`config.mk`:
```
export PLATFORM = sky130hd
export DESIGN_NAME = spi_port_ctl
export DESIGN_NICKNAME = d
export VERILOG_FILES = /design/src/rtl/spi_port_pkg.sv /design/src/rtl/spi_pin_sync.sv /design/src/rtl/spi_shift_engine.sv /design/src/rtl/spi_reg_file.sv /design/src/rtl/spi_port_ctl.sv
export SDC_FILE = /design/constraint.sdc
export NUM_CORES = 1
export LEC_CHECK = 0
export ABC_AREA = 1
export BUFFER_PORTS_ARGS = -buffer_cell sky130_fd_sc_hd__buf_4
export CORE_AREA = 2 2 79 89
export DETAILED_ROUTE_END_ITERATION = 8
export DIE_AREA = 0 0 81 91
export GPL_TIMING_DRIVEN = 1
export PLACE_DENSITY = 0.72
export SKIP_CTS_REPAIR_TIMING = 1
export SLEW_MARGIN = 20
export SYNTH_ARGS = -nofsm -noshare
export SYNTH_HDL_FRONTEND = slang
export SYNTH_SLANG_ARGS = --single-unit
```
`constraint.sdc`:
```
create_clock -name clk -period 3.53 [get_ports clk]
set_clock_uncertainty 0.1 [all_clocks]
set_input_delay 0.1765 -clock clk [delete_from_list [all_inputs] [get_ports clk]]
set_output_delay 0.1765 -clock clk [all_outputs]
set_load 0.005 [all_outputs]
```
`src/rtl/spi_port_pkg.sv`:
```
package spi_port_pkg;

    typedef enum logic [1:0] {
        ST_IDLE  = 2'd0,
        ST_MLOW  = 2'd1,
        ST_MHIGH = 2'd2,
        ST_SLAVE = 2'd3
    } spi_state_e;

    localparam logic [1:0] ADR_CTRL   = 2'd0;
    localparam logic [1:0] ADR_INTLV  = 2'd1;
    localparam logic [1:0] ADR_STATUS = 2'd2;
    localparam logic [1:0] ADR_DATA   = 2'd3;

    localparam logic [7:0] CTRL_MASK = 8'hF3;
    localparam int CTRL_FAST   = 7;
    localparam int CTRL_EN     = 6;
    localparam int CTRL_SSMON  = 5;
    localparam int CTRL_MASTER = 4;

    // Half of the serial clock period, in system clocks.
    function automatic int unsigned half_cycles(input logic [1:0] code, input logic fast);
        int unsigned lg;
        unique case (code)
            2'd0:    lg = 2;
            2'd1:    lg = 4;
            2'd2:    lg = 6;
            default: lg = 7;
        endcase
        if (fast) lg = lg - 1;
        return 32'd1 << (lg - 1);
    endfunction

endpackage

```
`src/rtl/spi_pin_sync.sv`:
```
module spi_pin_sync #(
    parameter int             W       = 3,
    parameter int             STAGES  = 2,
    parameter logic [W-1:0]   RST_VAL = '0
) (
    input  logic         clk,
    input  logic         rst_n,
    input  logic [W-1:0] d,
    output logic [W-1:0] q
);
    logic [W-1:0] pipe [STAGES];

    always_ff @(posedge clk or negedge rst_n) begin
        if (!rst_n) pipe[0] <= RST_VAL;
        else        pipe[0] <= d;
    end

    for (genvar s = 1; s < STAGES; s++) begin : g_stage
        always_ff @(posedge clk or negedge rst_n) begin
            if (!rst_n) pipe[s] <= RST_VAL;
            else        pipe[s] <= pipe[s-1];
        end
    end

    assign q = pipe[STAGES-1];
endmodule

```
`src/rtl/spi_shift_engine.sv`:
```
module spi_shift_engine
    import spi_port_pkg::*;
#(
    parameter int DW = 8
) (
    input  logic          clk,
    input  logic          rst_n,
    input  logic          enable,
    input  logic          master,
    input  logic          ss_mon,
    input  logic          fast,
    input  logic [1:0]    div_code,
    input  logic          load,
    input  logic [DW-1:0] load_byte,
    input  logic          miso_i,
    input  logic          sck_s,
    input  logic          mosi_s,
    input  logic          ss_low_s,
    output logic          sck_o,
    output logic          mosi_o,
    output logic          miso_o,
    output logic          busy,
    output logic          done,
    output logic [DW-1:0] rx_byte,
    output logic          fault
);
    localparam int HCW = 7;
    localparam int BW  = (DW > 1) ? $clog2(DW) : 1;

    spi_state_e     state_q, state_d;
    logic [HCW-1:0] half_q;
    logic [BW-1:0]  bit_q;
    logic [DW-1:0]  sh_q;
    logic           in_bit_q;
    logic           sck_q;
    logic           sck_prev_q;
    logic           slv_act_q;
    logic           done_q;
    logic [DW-1:0]  rx_q;

    logic           half_hit, last_bit, sck_rise, sck_fall;

    assign half_hit = (half_q == HCW'(half_cycles(div_code, fast) - 1));
    assign last_bit = (bit_q == BW'(DW - 1));
    assign sck_rise = sck_s && !sck_prev_q;
    assign sck_fall = !sck_s && sck_prev_q;
    assign fault    = enable && master && ss_mon && ss_low_s;

    // State register
    always_ff @(posedge clk or negedge rst_n) begin
        if (!rst_n) state_q <= ST_IDLE;
        else        state_q <= state_d;
    end

    // Next-state logic
    always_comb begin
        state_d = state_q;
        unique case (state_q)
            ST_IDLE: begin
                if (enable && !fault) begin
                    if (master && load)         state_d = ST_MLOW;
                    else if (!master && ss_low_s) state_d = ST_SLAVE;
                end
            end
            ST_MLOW: begin
                if (!enable || !master || fault) state_d = ST_IDLE;
                else if (half_hit)               state_d = ST_MHIGH;
            end
            ST_MHIGH: begin
                if (!enable || !master || fault) state_d = ST_IDLE;
                else if (half_hit)               state_d = last_bit ? ST_IDLE : ST_MLOW;
            end
            ST_SLAVE: begin
                if (!enable || master || !ss_low_s) state_d = ST_IDLE;
            end
        endcase
    end

    // Output and datapath registers
    always_ff @(posedge clk or negedge rst_n) begin
        if (!rst_n) begin
            half_q     <= '0;
            bit_q      <= '0;
            sh_q       <= '0;
            in_bit_q   <= 1'b0;
            sck_q      <= 1'b0;
            sck_prev_q <= 1'b0;
            slv_act_q  <= 1'b0;
            done_q     <= 1'b0;
            rx_q       <= '0;
        end else begin
            done_q     <= 1'b0;
            sck_prev_q <= sck_s;
            sck_q      <= (state_d == ST_MHIGH);
            if (load) sh_q <= load_byte;
            unique case (state_q)
                ST_IDLE: begin
                    half_q    <= '0;
                    bit_q     <= '0;
                    slv_act_q <= 1'b0;
                end
                ST_MLOW: begin
                    half_q <= half_hit ? '0 : half_q + 1'b1;
                    if (half_hit) in_bit_q <= miso_i;
                end
                ST_MHIGH: begin
                    half_q <= half_hit ? '0 : half_q + 1'b1;
                    if (half_hit) begin
                        sh_q <= {sh_q[DW-2:0], in_bit_q};
                        if (last_bit) begin
                            done_q <= 1'b1;
                            rx_q   <= {sh_q[DW-2:0], in_bit_q};
                            bit_q  <= '0;
                        end else begin
                            bit_q <= bit_q + 1'b1;
                        end
                    end
                end
                ST_SLAVE: begin
                    if (sck_rise) begin
                        in_bit_q  <= mosi_s;
                        slv_act_q <= 1'b1;
                    end else if (sck_fall && slv_act_q) begin
                        sh_q <= {sh_q[DW-2:0], in_bit_q};
                        if (last_bit) begin
                            done_q    <= 1'b1;
                            rx_q      <= {sh_q[DW-2:0], in_bit_q};
                            bit_q     <= '0;
                            slv_act_q <= 1'b0;
                        end else begin
                            bit_q <= bit_q + 1'b1;
                        end
                    end
                end
            endcase
        end
    end

    assign sck_o   = sck_q;
    assign mosi_o  = sh_q[DW-1];
    assign miso_o  = sh_q[DW-1];
    assign busy    = (state_q == ST_MLOW) || (state_q == ST_MHIGH) || slv_act_q;
    assign done    = done_q;
    assign rx_byte = rx_q;
endmodule

```
`src/rtl/spi_reg_file.sv`:
```
module spi_reg_file
    import spi_port_pkg::*;
#(
    parameter int DW = 8
) (
    input  logic          clk,
    input  logic          rst_n,
    input  logic [1:0]    addr,
    input  logic          wr_en,
    input  logic          rd_en,
    input  logic [7:0]    wdata,
    output logic [7:0]    rdata,
    input  logic          irq_ack,
    output logic          irq,
    output logic [1:0]    irq_level,
    input  logic          busy,
    input  logic          done,
    input  logic [DW-1:0] rx_byte,
    input  logic          fault,
    output logic          enable,
    output logic          master,
    output logic          ss_mon,
    output logic          fast,
    output logic [1:0]    div_code,
    output logic          load,
    output logic [DW-1:0] load_byte,
    output logic          wcol
);
    logic [7:0]    ctrl_q;
    logic [1:0]    level_q;
    logic          flag_q, wcol_q, armed_q;
    logic [DW-1:0] rx_q;
    logic          data_wr, data_acc, stat_rd, seq_clr;

    assign data_wr  = wr_en && (addr == ADR_DATA);
    assign data_acc = (wr_en || rd_en) && (addr == ADR_DATA);
    assign stat_rd  = rd_en && (addr == ADR_STATUS);
    assign seq_clr  = data_acc && armed_q;

    always_ff @(posedge clk or negedge rst_n) begin
        if (!rst_n) begin
            ctrl_q  <= '0;
            level_q <= '0;
            flag_q  <= 1'b0;
            wcol_q  <= 1'b0;
            armed_q <= 1'b0;
            rx_q    <= '0;
        end else begin
            if (wr_en && addr == ADR_CTRL)  ctrl_q  <= wdata & CTRL_MASK;
            if (fault)                      ctrl_q[CTRL_MASTER] <= 1'b0;
            if (wr_en && addr == ADR_INTLV) level_q <= wdata[1:0];
            if (done) rx_q <= rx_byte;

            if (stat_rd && flag_q) armed_q <= 1'b1;
            else if (data_acc)     armed_q <= 1'b0;

            if (done || fault)            flag_q <= 1'b1;
            else if (seq_clr || irq_ack)  flag_q <= 1'b0;

            if (data_wr && busy) wcol_q <= 1'b1;
            else if (seq_clr)    wcol_q <= 1'b0;
        end
    end

    always_comb begin
        unique case (addr)
            ADR_CTRL:   rdata = ctrl_q;
            ADR_INTLV:  rdata = {6'b0, level_q};
            ADR_STATUS: rdata = {flag_q, wcol_q, 6'b0};
            ADR_DATA:   rdata = 8'(rx_q);
        endcase
    end

    assign enable    = ctrl_q[CTRL_EN];
    assign master    = ctrl_q[CTRL_MASTER];
    assign ss_mon    = ctrl_q[CTRL_SSMON];
    assign fast      = ctrl_q[CTRL_FAST];
    assign div_code  = ctrl_q[1:0];
    assign load      = data_wr && !busy;
    assign load_byte = DW'(wdata);
    assign wcol      = wcol_q;
    assign irq       = flag_q && (level_q != 2'd0);
    assign irq_level = irq ? level_q : 2'd0;
endmodule

```
`src/rtl/spi_port_ctl.sv`:
```
module spi_port_ctl #(
    parameter int SYNC_STAGES = 2
) (
    input  logic       clk,
    input  logic       rst_n,
    input  logic [1:0] addr,
    input  logic       wr_en,
    input  logic       rd_en,
    input  logic [7:0] wdata,
    output logic [7:0] rdata,
    input  logic       irq_ack,
    output logic       irq,
    output logic [1:0] irq_level,
    output logic       sck_o,
    output logic       mosi_o,
    input  logic       miso_i,
    input  logic       sck_i,
    input  logic       mosi_i,
    output logic       miso_o,
    input  logic       ss_n_i
);
    localparam int DW = 8;

    logic          ctl_enable, ctl_master, ctl_ssmon, ctl_fast;
    logic [1:0]    ctl_div;
    logic          eng_load, eng_busy, eng_done, eng_fault, st_wcol;
    logic [DW-1:0] eng_load_byte, eng_rx;
    logic [2:0]    pins_s;

    spi_pin_sync #(.W(3), .STAGES(SYNC_STAGES), .RST_VAL(3'b100)) u_sync (
        .clk   (clk),
        .rst_n (rst_n),
        .d     ({ss_n_i, mosi_i, sck_i}),
        .q     (pins_s)
    );

    spi_reg_file #(.DW(DW)) u_regs (
        .clk       (clk),
        .rst_n     (rst_n),
        .addr      (addr),
        .wr_en     (wr_en),
        .rd_en     (rd_en),
        .wdata     (wdata),
        .rdata     (rdata),
        .irq_ack   (irq_ack),
        .irq       (irq),
        .irq_level (irq_level),
        .busy      (eng_busy),
        .done      (eng_done),
        .rx_byte   (eng_rx),
        .fault     (eng_fault),
        .enable    (ctl_enable),
        .master    (ctl_master),
        .ss_mon    (ctl_ssmon),
        .fast      (ctl_fast),
        .div_code  (ctl_div),
        .load      (eng_load),
        .load_byte (eng_load_byte),
        .wcol      (st_wcol)
    );

    spi_shift_engine #(.DW(DW)) u_engine (
        .clk       (clk),
        .rst_n     (rst_n),
        .enable    (ctl_enable),
        .master    (ctl_master),
        .ss_mon    (ctl_ssmon),
        .fast      (ctl_fast),
        .div_code  (ctl_div),
        .load      (eng_load),
        .load_byte (eng_load_byte),
        .miso_i    (miso_i),
        .sck_s     (pins_s[0]),
        .mosi_s    (pins_s[1]),
        .ss_low_s  (!pins_s[2]),
        .sck_o     (sck_o),
        .mosi_o    (mosi_o),
        .miso_o    (miso_o),
        .busy      (eng_busy),
        .done      (eng_done),
        .rx_byte   (eng_rx),
        .fault     (eng_fault)
    );
endmodule

```
Yosys cells after proc, flatten, opt, wreduce, memory -nomap -nowiden
Index checks and enable logic that the tools add are counted.
{ "totals": {"in_bits": 19, "output_inout_bits": 14, "ff_bits": 58, "elab_cells": 147} }
{ "op_classes": {"n_reduce_logical": 53, "shifts": 1, "n_eq_ne": 18, "muxes": 51, "addsub": 5} }
{ "ops": {"columns": ["cell", "count"], "rows": [
  ["$mux W8", 8],
  ["$mux W32", 1],
  ["$pmux W8 S2", 2],
  ["$pmux W8 S4", 1],
  ["$shl A1 B32 Y7 const A", 1],
  ["$sub A32 B1 Y32 const B", 1],
  ["$logic_and A1 B1 Y1", 19],
  ["$mux W2", 9],
  ["$pmux W3 S3", 2],
  ["$reduce_bool A2 Y1", 9],
  ["$mux W1", 17],
  ["$pmux W7 S2", 1],
  ["$eq A2 B2 Y1 const B", 6],
  ["$mux W3", 4],
  ["$logic_or A1 B1 Y1", 9],
  ["$ne A2 B1 Y1 const B", 4],
  ["$pmux W2 S4", 1],
  ["$reduce_and A4 Y1", 2],
  ["$add A7 B1 Y7 const B", 1],
  ["$eq A7 B7 Y1", 1],
  ["$logic_not A1 Y1", 7],
  ["$mux W7", 1],
  ["$sub A7 B1 Y7 const B", 1],
  ["$eq A2 B1 Y1 const B", 3],
  ["11 further kinds", 17]
]} }

Logic depth before layout (Yosys ltp)
{ "depth": {"depth_word": 12, "ltp_mapped": 26, "mapped_depth_nobuf": 25} }

Modules after synthesis
A second synthesis with hierarchy kept.
{ "hier_totals": {"hier_cells": 433, "hier_area_um2": 3398.3} }
{ "modules_own_cells": {"columns": ["mod", "seq_area_each_um2", "instances", "area_each_um2", "cells_each"], "rows": [
  ["spi_shift_engine", 825.8, 1, 2243.4, 300],
  ["spi_reg_file", 475.5, 1, 975.9, 123],
  ["spi_pin_sync", 152.6, 1, 175.2, 9],
  ["spi_port_ctl", 0.0, 1, 3.8, 1]
]} }

Worst setup path after synthesis
No wires, ideal clock.
{ "synth_path": {"path_type": "reg-to-reg", "startpoint": "register u_regs.ctrl_q[1]", "endpoint": "register u_engine.rx_q[5] (netlist: u_engine.rx_byte[5])", "stages_incl_launch_ff": 24, "n_path_buf": 2, "slack_ns": 0.589, "arrival_time_ns": 2.723, "t_required_ns": 3.312, "period_less_slack_ns": 2.941, "setup_ns": 0.118, "path_cell_list": "dfrtp_1 -> buf_6 -> nand2_1 -> nand2_1 -> nand2_1 -> inv_1 -> ha_1 -> nand3_4 -> ha_1 -> nor2_1 -> nand2_1 -> nor2_1 -> nand2_1 -> nor2_1 -> nand3_1 -> nand2_1 -> nand2_1 -> nor2_4 -> nand3_4 -> nand2_4 -> nand4_4 -> buf_6 -> nand2_2 -> o21ai_2"} }
{ "synth_between": {"elab_chain_len": 10, "elab_cells_between_ends": 12, "classes_between": "add/sub (3); eq/ne (4); shift (1); mux (2); reduce/logical (2)"} }
{ "synth_lines": {"columns": ["item", "line", "source"], "rows": [
  ["from (decl)", "spi_reg_file.sv:29", "logic [7:0] ctrl_q;"],
  ["from (signal assigned)", "spi_reg_file.sv:49", "if (wr_en && addr == ADR_CTRL) ctrl_q <= wdata & CTRL_MASK;"],
  ["$eq A2 B2 Y1 (tied with other cells)", "spi_port_pkg.sv:24", "unique case (code)"],
  ["$pmux W3 S3 (*)", "spi_port_pkg.sv:24", null],
  ["$sub A3 B1 Y4", "spi_port_pkg.sv:30", "if (fast) lg = lg - 1;"],
  ["$mux W32 (*)", "spi_port_pkg.sv:30", null],
  ["$sub A32 B1 Y32 (*)", "spi_port_pkg.sv:31", "return 32'd1 << (lg - 1);"],
  ["$shl A1 B32 Y7 (*)", "spi_port_pkg.sv:31", null],
  ["$sub A7 B1 Y7 (*)", "spi_shift_engine.sv:43", "assign half_hit = (half_q == HCW'(half_cycles(div_code, fast) - 1));"],
  ["$eq A7 B7 Y1 (*)", "spi_shift_engine.sv:43", null],
  ["$ne A2 B1 Y1 (no line) (*)", null, null],
  ["$reduce_and A4 Y1 (no line) (*)", null, null],
  ["to (signal assigned)", "spi_shift_engine.sv:112", "rx_q <= {sh_q[DW-2:0], in_bit_q};"],
  ["to (signal assigned)", "spi_shift_engine.sv:127", "rx_q <= {sh_q[DW-2:0], in_bit_q};"],
  ["to (decl)", "spi_shift_engine.sv:39", "logic [DW-1:0] rx_q;"]
]} }
Mark *: on every way between the ends. The rest lies on a longest branch, timed or not.
A chain may end at the register's enable or synchronous reset.

Worst setup path after layout
{ "layout_path": {"startpoint": "register u_regs.ctrl_q[1]", "endpoint": "register u_engine.sck_q (netlist: u_engine.sck_o)"} }
{ "layout_between": {"elab_chain_len": 12, "elab_cells_between_ends": 16, "classes_between": "add/sub (3); eq/ne (4); shift (1); mux (7); reduce/logical (1)"} }
{ "layout_lines": {"columns": ["item", "line", "source"], "rows": [
  ["$eq A2 B2 Y1 (tied with other cells)", "spi_port_pkg.sv:24", null],
  ["$pmux W3 S3 (*)", "spi_port_pkg.sv:24", null],
  ["$sub A3 B1 Y4", "spi_port_pkg.sv:30", null],
  ["$mux W32 (*)", "spi_port_pkg.sv:30", null],
  ["$sub A32 B1 Y32 (*)", "spi_port_pkg.sv:31", null],
  ["$shl A1 B32 Y7 (*)", "spi_port_pkg.sv:31", null],
  ["$sub A7 B1 Y7 (*)", "spi_shift_engine.sv:43", null],
  ["$eq A7 B7 Y1 (*)", "spi_shift_engine.sv:43", null],
  ["$mux W2 (on tied branches)", "spi_shift_engine.sv:71, spi_shift_engine.sv:67", null],
  ["$mux W2 (on tied branches)", "spi_shift_engine.sv:70, spi_shift_engine.sv:66", null],
  ["$pmux W2 S4 (*)", "spi_shift_engine.sv:58", "unique case (state_q)"],
  ["via u_engine.state_d[1]", "spi_shift_engine.sv:30", "spi_state_e state_q, state_d;"],
  ["$eq A2 B2 Y1 (*)", "spi_shift_engine.sv:94", "sck_q <= (state_d == ST_MHIGH);"],
  ["to (signal assigned)", "spi_shift_engine.sv:94", null],
  ["to (decl)", "spi_shift_engine.sv:35", "logic sck_q;"]
]} }
The timed path passes the listed nets; every way through them passes the cells marked *.

==> flow_summary.toml <==
[status]
status = "completed"

[cells_and_area]
num_antenna_cells = 0
nets = 518
design_area_sq_um = 4040
drive_above_1_share = 0.185
post-route-util = 0.627
syn2layout_area_growth_pct = 17.9

[min_path]
min-delay-start = "miso_i"
min_to = "u_engine.in_bit_q"
hp-class = "primary input to flip-flop"
min_path_cells = 3

[clocking]
clockBufferDepth = 2
cts-root-buf = "clkbuf_8"
cts_tree = "done"
cts_inserted_buffers = 9
cts_max_level = 3
clock_latency_ps = 340
clk_pin_slew_ps = 70
cts.sinks = 58

[drt]
wl_per_cell_um = 12.9
drtIter0Drc = 160
route.detailed.drc = 0
first_pass_iters = 5
antenna_left = 0
vias_per_cell = 5.22
num_vias = 2992
wl_mm = 7.38

[sta]
rsz0062_at_grt = "no"
post-route-min-period_ps = 3140
maxSlewHeadroom = 0.515
worstMarginPinSlew_ps = 728
finalSetupViolations = 0
fmaxAchievable_ghz = 0.319
finalSetupTns_ps = 0
post-route-period-util = 0.889
finalHoldViolations = 0
slew_violations = 0

[worst_setup_path]
crit_path_max_incr_delay_ps = 450
r2r_slack_ps = 390
critPathCaptureType = "flip-flop"
cp.required_ps = 3670
cp-start-kind = "flip-flop"
worst_ep_arrival_time_ps = 3270
rr_endpoint = "u_engine.sck_o"
crit_slowest_cell = "dfrtp_1"
crit_type = "flip-flop to flip-flop"
cp_common_cell = "nand2_1"
worst_r2r_path_depth = 24
timing.rr.start = "u_regs.ctrl_q[1]"
worst-path-max-fanout = 12
path_cells = "nand2_1, nand2_1, nand2_1, inv_1, ha_1, nand3_4, ha_1, nor2_1, nand2_1, nor2_1, nand3_1, inv_2, nand2_1, nand2_1, nand3_2, nor2_4, nand3_4, buf_4, nand2_1, nand2_1, nand2_1, nand2_2, nand2_1, inv_1"

[placed_design]
placedInstanceArea_sq_um = 3750
hpwl_mm = 5.59
port_buffers = 32
routabilityCongestion = 0.884

[pwr]
ir_drop_uv = 327
power-per-cell-area_nw_per_um2 = 538
power_leakage_nw = 1.95
power.total_w = 0.00217

[die]
dieHeight_um = 91
core_area_sq_um = 6440
start_util = 0.532
io_pins = 33
rows = 31
die_w_um = 81
design.die.area_sq_um = 7370

[global_routing]
grt_overflow_total = 0
grtUsageTotal = 0.219
grt_max_degree = 59
grt_pass1_vias = 2797
antenna_found_initial = 0
grt_pass1_wl_mm = 12.6

[synth]
synth_cell_type_count = 43
synth_area_sq_um = 3420
synth_edf_count = 0
avgSynthCellArea_sq_um = 7.83
yosys_warnings = 0
synth-main-ff-cell = "dfrtp_1"
synth_seq_cells = 58
synth-seq-area-share = 0.425
ys_async_sr_fraction = 1.00
syn_inst = 437

[run]
cap_violations = 0
[synthesized netlist by cell type (3+ instances only)]
library cell  count  share of area
ha_1             13          0.048
nor2_1           27          0.030
inv_1            71          0.078
nand4_1           3         0.0055
nand2_1         100           0.11
a21oi_1          15          0.022
nand2_2           8          0.015
nand3_1          35          0.051
o221ai_1          3         0.0077
clkbuf_1          5         0.0055
o22ai_1           3         0.0055
dfrtp_1          56           0.41
o21ai_2           8          0.020
buf_6             3         0.0099
o21ai_0          48          0.070
[cells in the final DEF (no fill, tap or decap), drive strengths merged]
cell type / instances
a211oi: 1
a21oi: 18
a221o: 1
a22o: 1
a31oi: 1
buf: 36
bufinv: 1
clkbuf: 10
clkinv: 2
clkinvlp: 3
conb: 6
dfrtp: 56
dfstp: 2
dlygate4sd3: 6
ha: 13
inv: 74
mux2: 1
mux2i: 2
nand2: 110
nand3: 39
nand4: 4
nor2: 30
nor3: 3
o211ai: 1
o21ai: 57
o221ai: 3
o22ai: 3
o31ai: 2
o32ai: 1
or2: 1
xnor2: 1
xor2: 2
[report_power, final]
group | switching, W | internal [W] | total [W]
logic | 0.000451 | 0.000252 | 0.000703
registers | 0.0000804 | 0.000764 | 0.000844
clock network | 0.000279 | 0.000344 | 0.000623
[cell type report]
cell class,instances,area [sq um]
Fill cell,582,2400
Clock inverter,6,66.3
Clock buffer,10,138
Inverter,74,283
Timing Repair Buffer,42,343
Multi-Input combinational cell,301,1650
Tap cell,82,103
Sequential cell,58,1460
[worst max-delay path by stage]
stage,endpoint,slack (ps),cells after the start,startpoint
4_1_cts,u_engine.rx_byte[7],310,21,u_regs.ctrl_q[7]
3_3_place_gp,u_engine.rx_byte[3],420,21,u_regs.ctrl_q[7]
6_report,u_engine.sck_o,390,24,u_regs.ctrl_q[1]
2_1_floorplan,u_engine.rx_byte[5],590,23,u_regs.ctrl_q[1]
3_5_place_dp,u_engine.rx_byte[4],320,21,u_regs.ctrl_q[7]
5_1_grt,u_engine.sck_o,40,24,u_regs.ctrl_q[1]
[worst max-delay path: cells and delay by family, from the launching register on]
| family | cells | cell delay [ps] |
|---|---|---|
| simple gates | 18 | 1620 |
| fa+ha+maj | 2 | 490 |
| buf+inv | 4 | 390 |
| flops | 1 | 450 |
[registers in the layout, summed over array words and instances (netlist names), 2 cells and up]
register / count
u_engine.sh_q: 8
u_engine.bit_q: 3
u_sync.q: 3
u_engine.half_q: 7
u_engine.state_q: 2
u_regs.rx_q: 8
u_engine.rx_byte: 8
u_regs.ctrl_q: 6
u_sync.pipe: 3
u_regs.level_q: 2
[metal layers]
| metal | vias up | global-route usage | part of all wire |
|---|---|---|---|
| met5 | - | 0 | 0 |
| met4 | 0 | 0.0876 | 0.013 |
| met1 | 1407 | 0.291 | 0.46 |
| met3 | 9 | 0.0388 | 0.043 |
| met2 | 70 | 0.352 | 0.49 |
| li1 | 1506 | - | - |
[cell families (layout without fill, tap and decap cells)]
| group | Yosys count | count (layout) | share of synthesized area |
|---|---|---|---|
| and+or+nand+nor | 187 | 187 | 0.254 |
| AOI/OAI and AO/OA | 89 | 89 | 0.156 |
| buffers and inverters | 83 | 132 | 0.100 |
| DFF | 58 | 58 | 0.425 |
| adders and majority gates | 13 | 13 | 0.0475 |
| xor gates and xnor gates | 3 | 3 | 0.00768 |
| muxes | 3 | 3 | 0.00914 |
| other | 1 | 6 | 0.00110 |
[stage by stage]
step                      hold WS, ps  setup WS, ps  std cells
final                            33.3           392        573
after global placement            176           418        550
after floorplan                  -219           589        442
after global routing             45.5          38.4        573
after detailed placement          187           322        550
after CTS                        -184           311        566
Power figures use the tool's default switching activity.
